$ cat config.mk
export PLATFORM = sky130hd
export DESIGN_NAME = ddc_id_target
export DESIGN_NICKNAME = d
export VERILOG_FILES = /design/src/rtl/ddc_id_pkg.sv /design/src/rtl/ddc_id_ctrl.sv /design/src/rtl/ddc_id_regs.sv /design/src/rtl/ddc_id_target.sv
export SDC_FILE = /design/constraint.sdc
export NUM_CORES = 1
export LEC_CHECK = 0
export ABC_CLOCK_PERIOD_IN_PS = 2600
export BUFFER_PORTS_ARGS = -buffer_cell sky130_fd_sc_hd__buf_2
export CAP_MARGIN = 10
export CORE_MARGIN = 8
export CORE_UTILIZATION = 53
export CTS_BUF_LIST = sky130_fd_sc_hd__clkbuf_4 sky130_fd_sc_hd__clkbuf_8 sky130_fd_sc_hd__clkbuf_16
export CTS_CLUSTER_DIAMETER = 80
export DETAILED_ROUTE_END_ITERATION = 6
export PLACE_DENSITY = 0.7
export RECOVER_POWER = 25
export SLEW_MARGIN = 20
export SYNTH_ARGS = -nofsm -noshare
export SYNTH_HDL_FRONTEND = slang
export SYNTH_SLANG_ARGS = --single-unit
$ cat constraint.sdc
create_clock -name clk -period 2.6 [get_ports clk]
set_input_delay 0.26 -clock clk [delete_from_list [all_inputs] [get_ports clk]]
set_output_delay 0.26 -clock clk [all_outputs]
set_load 0.01 [all_outputs]
$ cat src/rtl/ddc_id_pkg.sv
package ddc_id_pkg;

  typedef enum logic [2:0] {
    S_IDLE,
    S_ADDR,
    S_ADDR_ACK,
    S_WR,
    S_WR_ACK,
    S_RD,
    S_RD_ACK
  } busState_t;

  // One-cycle strobes from the bus sequencer to the register datapath
  typedef struct packed {
    logic       setPtr;
    logic       wrByte;
    logic       incPtr;
    logic [7:0] data;
  } ctrlStb_t;

endpackage

$ cat src/rtl/ddc_id_ctrl.sv
module ddc_id_ctrl
  import ddc_id_pkg::*;
#(
  parameter logic [6:0] DEV_ADDR    = 7'h40,
  parameter int         SYNC_STAGES = 2
) (
  input  logic       clk,
  input  logic       rstN,
  input  logic       sclIn,
  input  logic       sdaIn,
  input  logic       selN,
  input  logic [7:0] rdData,
  output ctrlStb_t   stb,
  output logic       sdaOe
);

  localparam int LAST = SYNC_STAGES - 1;

  logic [LAST:0] sclPipe, sdaPipe;
  logic          sclD, sdaD;

  always_ff @(posedge clk or negedge rstN) begin
    if (!rstN) begin
      sclPipe <= '1;
      sdaPipe <= '1;
      sclD    <= 1'b1;
      sdaD    <= 1'b1;
    end else begin
      sclPipe <= {sclPipe[LAST-1:0], sclIn};
      sdaPipe <= {sdaPipe[LAST-1:0], sdaIn};
      sclD    <= sclPipe[LAST];
      sdaD    <= sdaPipe[LAST];
    end
  end

  logic sclS, sdaS, sclRise, sclFall, startC, stopC;
  assign sclS    = sclPipe[LAST];
  assign sdaS    = sdaPipe[LAST];
  assign sclRise = sclS & ~sclD;
  assign sclFall = ~sclS & sclD;
  assign startC  = sclS & sclD & sdaD & ~sdaS;
  assign stopC   = sclS & sclD & ~sdaD & sdaS;

  busState_t  state;
  logic [3:0] bitCnt;
  logic [7:0] shift;
  logic       isRead, firstByte, mAck;

  always_ff @(posedge clk or negedge rstN) begin
    if (!rstN) begin
      state     <= S_IDLE;
      bitCnt    <= '0;
      shift     <= '0;
      sdaOe     <= 1'b0;
      isRead    <= 1'b0;
      firstByte <= 1'b0;
      mAck      <= 1'b0;
      stb       <= '0;
    end else begin
      stb <= '0;
      if (startC) begin
        state  <= S_ADDR;
        bitCnt <= '0;
        sdaOe  <= 1'b0;
      end else if (stopC) begin
        state <= S_IDLE;
        sdaOe <= 1'b0;
      end else begin
        case (state)
          S_ADDR: begin
            if (sclRise && bitCnt != 4'd8) begin
              shift  <= {shift[6:0], sdaS};
              bitCnt <= bitCnt + 4'd1;
            end else if (sclFall && bitCnt == 4'd8) begin
              if (shift[7:1] == DEV_ADDR && !selN) begin
                sdaOe  <= 1'b1;
                isRead <= shift[0];
                state  <= S_ADDR_ACK;
              end else begin
                state <= S_IDLE;
              end
            end
          end
          S_ADDR_ACK: begin
            if (sclFall) begin
              bitCnt    <= '0;
              firstByte <= 1'b1;
              if (isRead) begin
                shift <= rdData;
                sdaOe <= ~rdData[7];
                state <= S_RD;
              end else begin
                sdaOe <= 1'b0;
                state <= S_WR;
              end
            end
          end
          S_WR: begin
            if (sclRise && bitCnt != 4'd8) begin
              shift  <= {shift[6:0], sdaS};
              bitCnt <= bitCnt + 4'd1;
            end else if (sclFall && bitCnt == 4'd8) begin
              sdaOe      <= 1'b1;
              stb.setPtr <= firstByte;
              stb.wrByte <= ~firstByte;
              stb.data   <= shift;
              state      <= S_WR_ACK;
            end
          end
          S_WR_ACK: begin
            if (sclFall) begin
              sdaOe     <= 1'b0;
              bitCnt    <= '0;
              firstByte <= 1'b0;
              state     <= S_WR;
            end
          end
          S_RD: begin
            if (sclRise && bitCnt != 4'd8) begin
              bitCnt <= bitCnt + 4'd1;
            end else if (sclFall) begin
              if (bitCnt == 4'd8) begin
                sdaOe      <= 1'b0;
                stb.incPtr <= 1'b1;
                state      <= S_RD_ACK;
              end else if (bitCnt != 4'd0) begin
                shift <= {shift[6:0], 1'b0};
                sdaOe <= ~shift[6];
              end
            end
          end
          S_RD_ACK: begin
            if (sclRise) begin
              mAck <= ~sdaS;
            end else if (sclFall) begin
              if (mAck) begin
                shift  <= rdData;
                sdaOe  <= ~rdData[7];
                bitCnt <= '0;
                state  <= S_RD;
              end else begin
                state <= S_IDLE;
              end
            end
          end
          default: state <= S_IDLE;
        endcase
      end
    end
  end

endmodule

$ cat src/rtl/ddc_id_regs.sv
module ddc_id_regs
  import ddc_id_pkg::*;
#(
  parameter logic [23:0] OUI_CODE  = 24'hA5C3F0,
  parameter logic [47:0] DEV_ID    = 48'h4944_5447_5400,
  parameter logic [7:0]  HW_REV    = 8'h02,
  parameter logic [7:0]  TMDS_HDMI = 8'h88,
  parameter logic [7:0]  TMDS_DVI  = 8'h42,
  parameter logic [7:0]  SPEED_DEF = 8'h08
) (
  input  logic       clk,
  input  logic       rstN,
  input  ctrlStb_t   stb,
  input  logic       hdmiMode,
  input  logic       rateSel,
  output logic [7:0] rdData,
  output logic [7:0] ptr,
  output logic [7:0] speed,
  output logic       tmdsOff,
  output logic       cecOn
);

  localparam logic [7:0] OFS_TMDS  = 8'h20;
  localparam logic [7:0] OFS_CEC   = 8'h21;
  localparam logic [7:0] OFS_SPEED = 8'h22;

  function automatic logic [7:0] idChar(input logic [3:0] idx);
    case (idx)
      4'h0: idChar = "D";
      4'h1: idChar = "P";
      4'h2: idChar = "-";
      4'h3: idChar = "H";
      4'h4: idChar = "D";
      4'h5: idChar = "M";
      4'h6: idChar = "I";
      4'h7: idChar = " ";
      4'h8: idChar = "A";
      4'h9: idChar = "D";
      4'hA: idChar = "A";
      4'hB: idChar = "P";
      4'hC: idChar = "T";
      4'hD: idChar = "O";
      4'hE: idChar = "R";
      default: idChar = 8'h04;
    endcase
  endfunction

  logic legalSpeed;
  assign legalSpeed = (stb.data == 8'h01) || (stb.data == 8'h02) ||
                      (stb.data == 8'h04) || (stb.data == 8'h08) ||
                      (stb.data == 8'h10);

  always_ff @(posedge clk or negedge rstN) begin
    if (!rstN) begin
      ptr     <= '0;
      speed   <= SPEED_DEF;
      tmdsOff <= 1'b0;
      cecOn   <= 1'b0;
    end else begin
      if (stb.setPtr) begin
        ptr <= stb.data;
      end else if (stb.wrByte) begin
        ptr <= ptr + 8'd1;
        case (ptr)
          OFS_TMDS:  tmdsOff <= stb.data[0];
          OFS_CEC:   cecOn   <= stb.data[0];
          OFS_SPEED: speed   <= legalSpeed ? stb.data : SPEED_DEF;
          default: ;
        endcase
      end else if (stb.incPtr) begin
        ptr <= ptr + 8'd1;
      end
    end
  end

  always_comb begin
    if (ptr < 8'h10) begin
      rdData = hdmiMode ? idChar(ptr[3:0]) : 8'h00;
    end else begin
      case (ptr)
        8'h10:     rdData = hdmiMode ? 8'hA0 : 8'h00;
        8'h11:     rdData = OUI_CODE[23:16];
        8'h12:     rdData = OUI_CODE[15:8];
        8'h13:     rdData = OUI_CODE[7:0];
        8'h14:     rdData = DEV_ID[47:40];
        8'h15:     rdData = DEV_ID[39:32];
        8'h16:     rdData = DEV_ID[31:24];
        8'h17:     rdData = DEV_ID[23:16];
        8'h18:     rdData = DEV_ID[15:8];
        8'h19:     rdData = DEV_ID[7:0];
        8'h1A:     rdData = HW_REV;
        8'h1D:     rdData = hdmiMode ? TMDS_HDMI : TMDS_DVI;
        8'h1E:     rdData = rateSel ? 8'h1F : 8'h0F;
        OFS_TMDS:  rdData = {7'b0, tmdsOff};
        OFS_CEC:   rdData = {7'b0, cecOn};
        OFS_SPEED: rdData = speed;
        default:   rdData = 8'h00;
      endcase
    end
  end

endmodule

$ cat src/rtl/ddc_id_target.sv
module ddc_id_target
  import ddc_id_pkg::*;
#(
  parameter logic [6:0] DEV_ADDR    = 7'h40,
  parameter int         SYNC_STAGES = 2
) (
  input  logic clk,
  input  logic rstN,
  input  logic sclIn,
  input  logic sdaIn,
  output logic sdaOe,
  input  logic selN,
  input  logic hdmiMode,
  input  logic rateSel,
  output logic tmdsOff,
  output logic cecOn
);

  ctrlStb_t   stb;
  logic [7:0] rdData, ptr, speed;

  ddc_id_ctrl #(
    .DEV_ADDR   (DEV_ADDR),
    .SYNC_STAGES(SYNC_STAGES)
  ) u_ctrl (
    .clk   (clk),
    .rstN  (rstN),
    .sclIn (sclIn),
    .sdaIn (sdaIn),
    .selN  (selN),
    .rdData(rdData),
    .stb   (stb),
    .sdaOe (sdaOe)
  );

  ddc_id_regs u_regs (
    .clk     (clk),
    .rstN    (rstN),
    .stb     (stb),
    .hdmiMode(hdmiMode),
    .rateSel (rateSel),
    .rdData  (rdData),
    .ptr     (ptr),
    .speed   (speed),
    .tmdsOff (tmdsOff),
    .cecOn   (cecOn)
  );

endmodule

==> metrics.md <==
| Metric | Value |
|---|---|
| Syn nets | `roughly 360` |
| Largest net degree at the start of global routing | `36` |
| Sw power | `~390 µW` |
| Core Rows | `28` |
| Async S/R FF share, synth | `1.000` |
| Final hold viol count | `0` |
| Area Overhead vs Synth | `7.245%` |
| Reg2reg start | `u_ctrl.bitCnt[0]` |
| Initial DRC count | `355` |
| Most common cell after layout, fill and taps aside | `dfrtp_1` |
| Design area | `3463 µm²` |
| Clock Tree Buf Depth | `2` |
| CP Max Fanout | `8` |
| Clock network fraction of design power | `0.342` |
| DR pass1 iterations | `4` |
| R2R depth | `7` |
| Switching share of power | `0.2324` |
| Most frequent cells in the layout | `dfrtp_1 (47), nand2_1 (33), o21ai_0 (26)` |
| Failing checks | `max-capacitance violations, max-slew violations` |
| Clock network latency to the later pin of the worst-skew pair | `between 0.3 and 0.4 ns` |
| Number of synthesized flops with an enable pin | `0` |
| CTS tree | `done` |
| Mean Syn Cell Area | `between 9 and 10 µm²` |
| Post-layout util | `0.5850` |
| Setup_tns | `0 ns` |
| Chip width | `~94 µm` |
| Post-CTS Hold Buffers | `0` |
| Sequential area share after synthesis | `0.4212` |
| Worst slew pin tran | `1.805 ns` |
| CP Launch Type | `flip-flop` |
| H-tree Lvls | `2` |
| Post-Synthesis Cells | `~340` |
| Setup crit end kind | `flip-flop` |
| RSZ-0062 raised after global routing | `false` |
| Die Height | `94.06 µm` |
| Root Driver | `clkbuf_8` |
| Clock sink total | `54` |
| Relative slew slack | `-0.2033` |
| Peak supply drop | `~0.3 mV` |
| R2R Setup Slk | `approximately 0.36 ns` |
| Period minus WS final | `2.236 ns` |
| Min-delay worst type | `input pin to flip-flop` |
| # nets final | `about 370` |
| Number of global-route vias before repair | `between 2,000 and 3,000` |
| Final setup fails | `0` |
| Max Clock Skew | `between 0.007 and 0.008 ns` |
| Fin crit share | `0.8600` |
| Cell Pwr Density | `around 480 nW/µm²` |
| Synth Register Bits | `54` |
| Synth Warn # | `0` |
| Setup bufs post-CTS | `0` |
| Initial antenna violation count | `0` |
| Setup WS post-layout | `~0.36 ns` |
| Layout cell share with drive strength beyond 1 | `0.1392` |
| Initial Util | `0.5454` |
| Vias per cell | `just over 6` |
| Gpl congestion | `0.9558` |
| Max Cap Violations | `1` |
| GRT Residual Overflow | `0` |
| Dpl cells | `approximately 420` |
| Fin cells | `427` |
| Hold_ws | `roughly 0.044 ns` |
| Min-delay src | `sdaIn` |
| First-pass GRT wire length | `12,640 µm` |
| Worst R2R End | `u_ctrl.shift[4]` |
| Leading register cell type out of synthesis | `dfrtp_1` |
| DRC Markers | `0` |
| Routed WL per cell | `about 18 µm` |
| Kind of critical path | `flip-flop to flip-flop` |
| Design Power | `about 1.7 mW` |
| Detail Route Antenna Nets | `0` |
| Reg power frac | `0.563` |
| Dpl ws | `approximately 0.42 ns` |
| Cell internal pwr | `1.272 mW` |
| Io pins | `10` |
| Routed vias | `2,648` |
| Max Clk Rate | `0.4472 GHz` |
| Clock transition at path regs | `0.09 ns` |
| Distinct cells, synth | `65` |
| Worst hold stages | `1` |
| # port buffers | `9` |
| Worst path required time | `2.79 ns` |
| Final Max Slew Viols | `36` |
| Final WL | `7644 µm` |
| Post-Syn Area | `3229 µm²` |
| TritonCTS Buffers | `5` |
| Outcome | `finished with violations` |
| Dpl hpwl | `around 5800 µm` |
| WHS Endpoint | `u_ctrl.sdaPipe[0]` |
| CTS-repair resized insts | `0` |
| Core area | `~5900 µm²` |
| Leakage power figure | `between 1 and 1.5 nW` |
| Die ar. | `~9000 µm²` |
| Ant diodes | `0` |
| Power share of the combinational group | `0.095` |
| DP Area | `3351 µm²` |
| Tot GR Track Use | `0.1820` |
| Critical Path AT | `2.43 ns` |
[worst max path at each step]
stage / from / to / slack, ns / cells past startpoint
after CTS: u_ctrl.bitCnt[0] / u_ctrl.shift[4] / 0.40 / 7
after global routing: u_regs.ptr[1] / u_ctrl.shift[2] / 0.26 / 6
after detailed placement: u_regs.ptr[1] / u_ctrl.shift[2] / 0.42 / 6
after floorplan: u_regs.ptr[1] / u_ctrl.shift[2] / 0.54 / 7
final: u_ctrl.bitCnt[0] / u_ctrl.shift[4] / 0.36 / 7
after global placement: u_regs.ptr[1] / u_ctrl.shift[2] / 0.51 / 6
[registers in the layout, indices dropped and copies added, names as in the netlist, 2 cells and up]
name and count:
u_ctrl.bitCnt 4, u_ctrl.sclPipe 2, u_ctrl.sdaPipe 2, u_ctrl.shift 8, u_ctrl.state 3, u_ctrl.stb 11, u_regs.ptr 8, u_regs.speed 8
[power by group through the flow]
stage	logic (mW)	clock network, mW	registers, mW
3_3_place_gp	0.153	0	0.948
5_1_grt	0.174	0.620	0.940
6_report	0.157	0.567	0.934
4_1_cts	0.159	0.584	0.932
3_5_place_dp	0.159	0	0.948
2_1_floorplan	0.114	0	0.932
[cell families (layout without fill, tap and decap cells)]
| logic type | after synthesis | after routing | synth area share |
|---|---|---|---|
| buffers and inverters | 35 | 43 | 0.04843 |
| adder cells (fa/ha/maj) | 8 | 8 | 0.03100 |
| multiplexers | 16 | 16 | 0.06935 |
| flip-flops | 54 | 54 | 0.4212 |
| AND/OR/NAND/NOR | 136 | 136 | 0.2259 |
| XOR/XNOR | 9 | 9 | 0.02441 |
| AO/OA/AOI/OAI | 86 | 86 | 0.1798 |
[Yosys cell counts, types with 3 or more instances]
cell / number / area, µm²
and3b_1: 3 / 26.28
nor2b_1: 4 / 25.02
inv_1: 13 / 48.80
xnor2_1: 4 / 35.03
o21ai_0: 26 / 130.1
ha_1: 8 / 100.1
a21o_1: 3 / 22.52
and2_1: 13 / 81.33
or3_1: 3 / 18.77
o211ai_1: 4 / 30.03
xor2_1: 5 / 43.79
a21oi_1: 10 / 50.05
nor3_1: 11 / 55.05
nand3_1: 19 / 95.09
nand2_1: 33 / 123.9
o31ai_1: 3 / 22.52
nor2_1: 20 / 75.07
o21ai_1: 7 / 35.03
dfrtp_1: 47 / 1176
a31oi_1: 4 / 25.02
a21boi_1: 3 / 22.52
nor3b_1: 3 / 22.52
nor4_1: 4 / 25.02
clkbuf_1: 7 / 26.28
mux2i_1: 4 / 40.04
dfstp_2: 7 / 183.9
nand3b_1: 3 / 22.52
buf_2: 11 / 55.05
nand2b_1: 6 / 37.54
mux2_4: 7 / 105.1
[cell type report]
cell class	instances	area (µm²)
fillers	511	2457
multi-input cells	255	1713
flip-flops and latches	54	1360
repair buffers	20	126.4
well taps	75	93.84
clock buffers	7	83.83
inverters	15	56.30
clock inverters	1	30.03
[worst max-delay path, cell delays in order (launching register included)]
cell and delay, ns:
dfrtp_1 0.42, inv_1 0.06, ha_1 0.22, nor2b_1 0.16
o21ai_0 0.21, a21boi_1 0.11, or3_1 0.57, mux2_4 0.37
[routing by layer]
metal	part of all wire	GRT usage	vias to the layer above
li1	-	-	1256
met1	0.45	0.2373	1300
met2	0.47	0.2800	79
met3	0.058	0.04556	13
met4	0.021	0.07662	0
met5	0	0	-
Note: power is estimated with default switching activity, not from simulation.
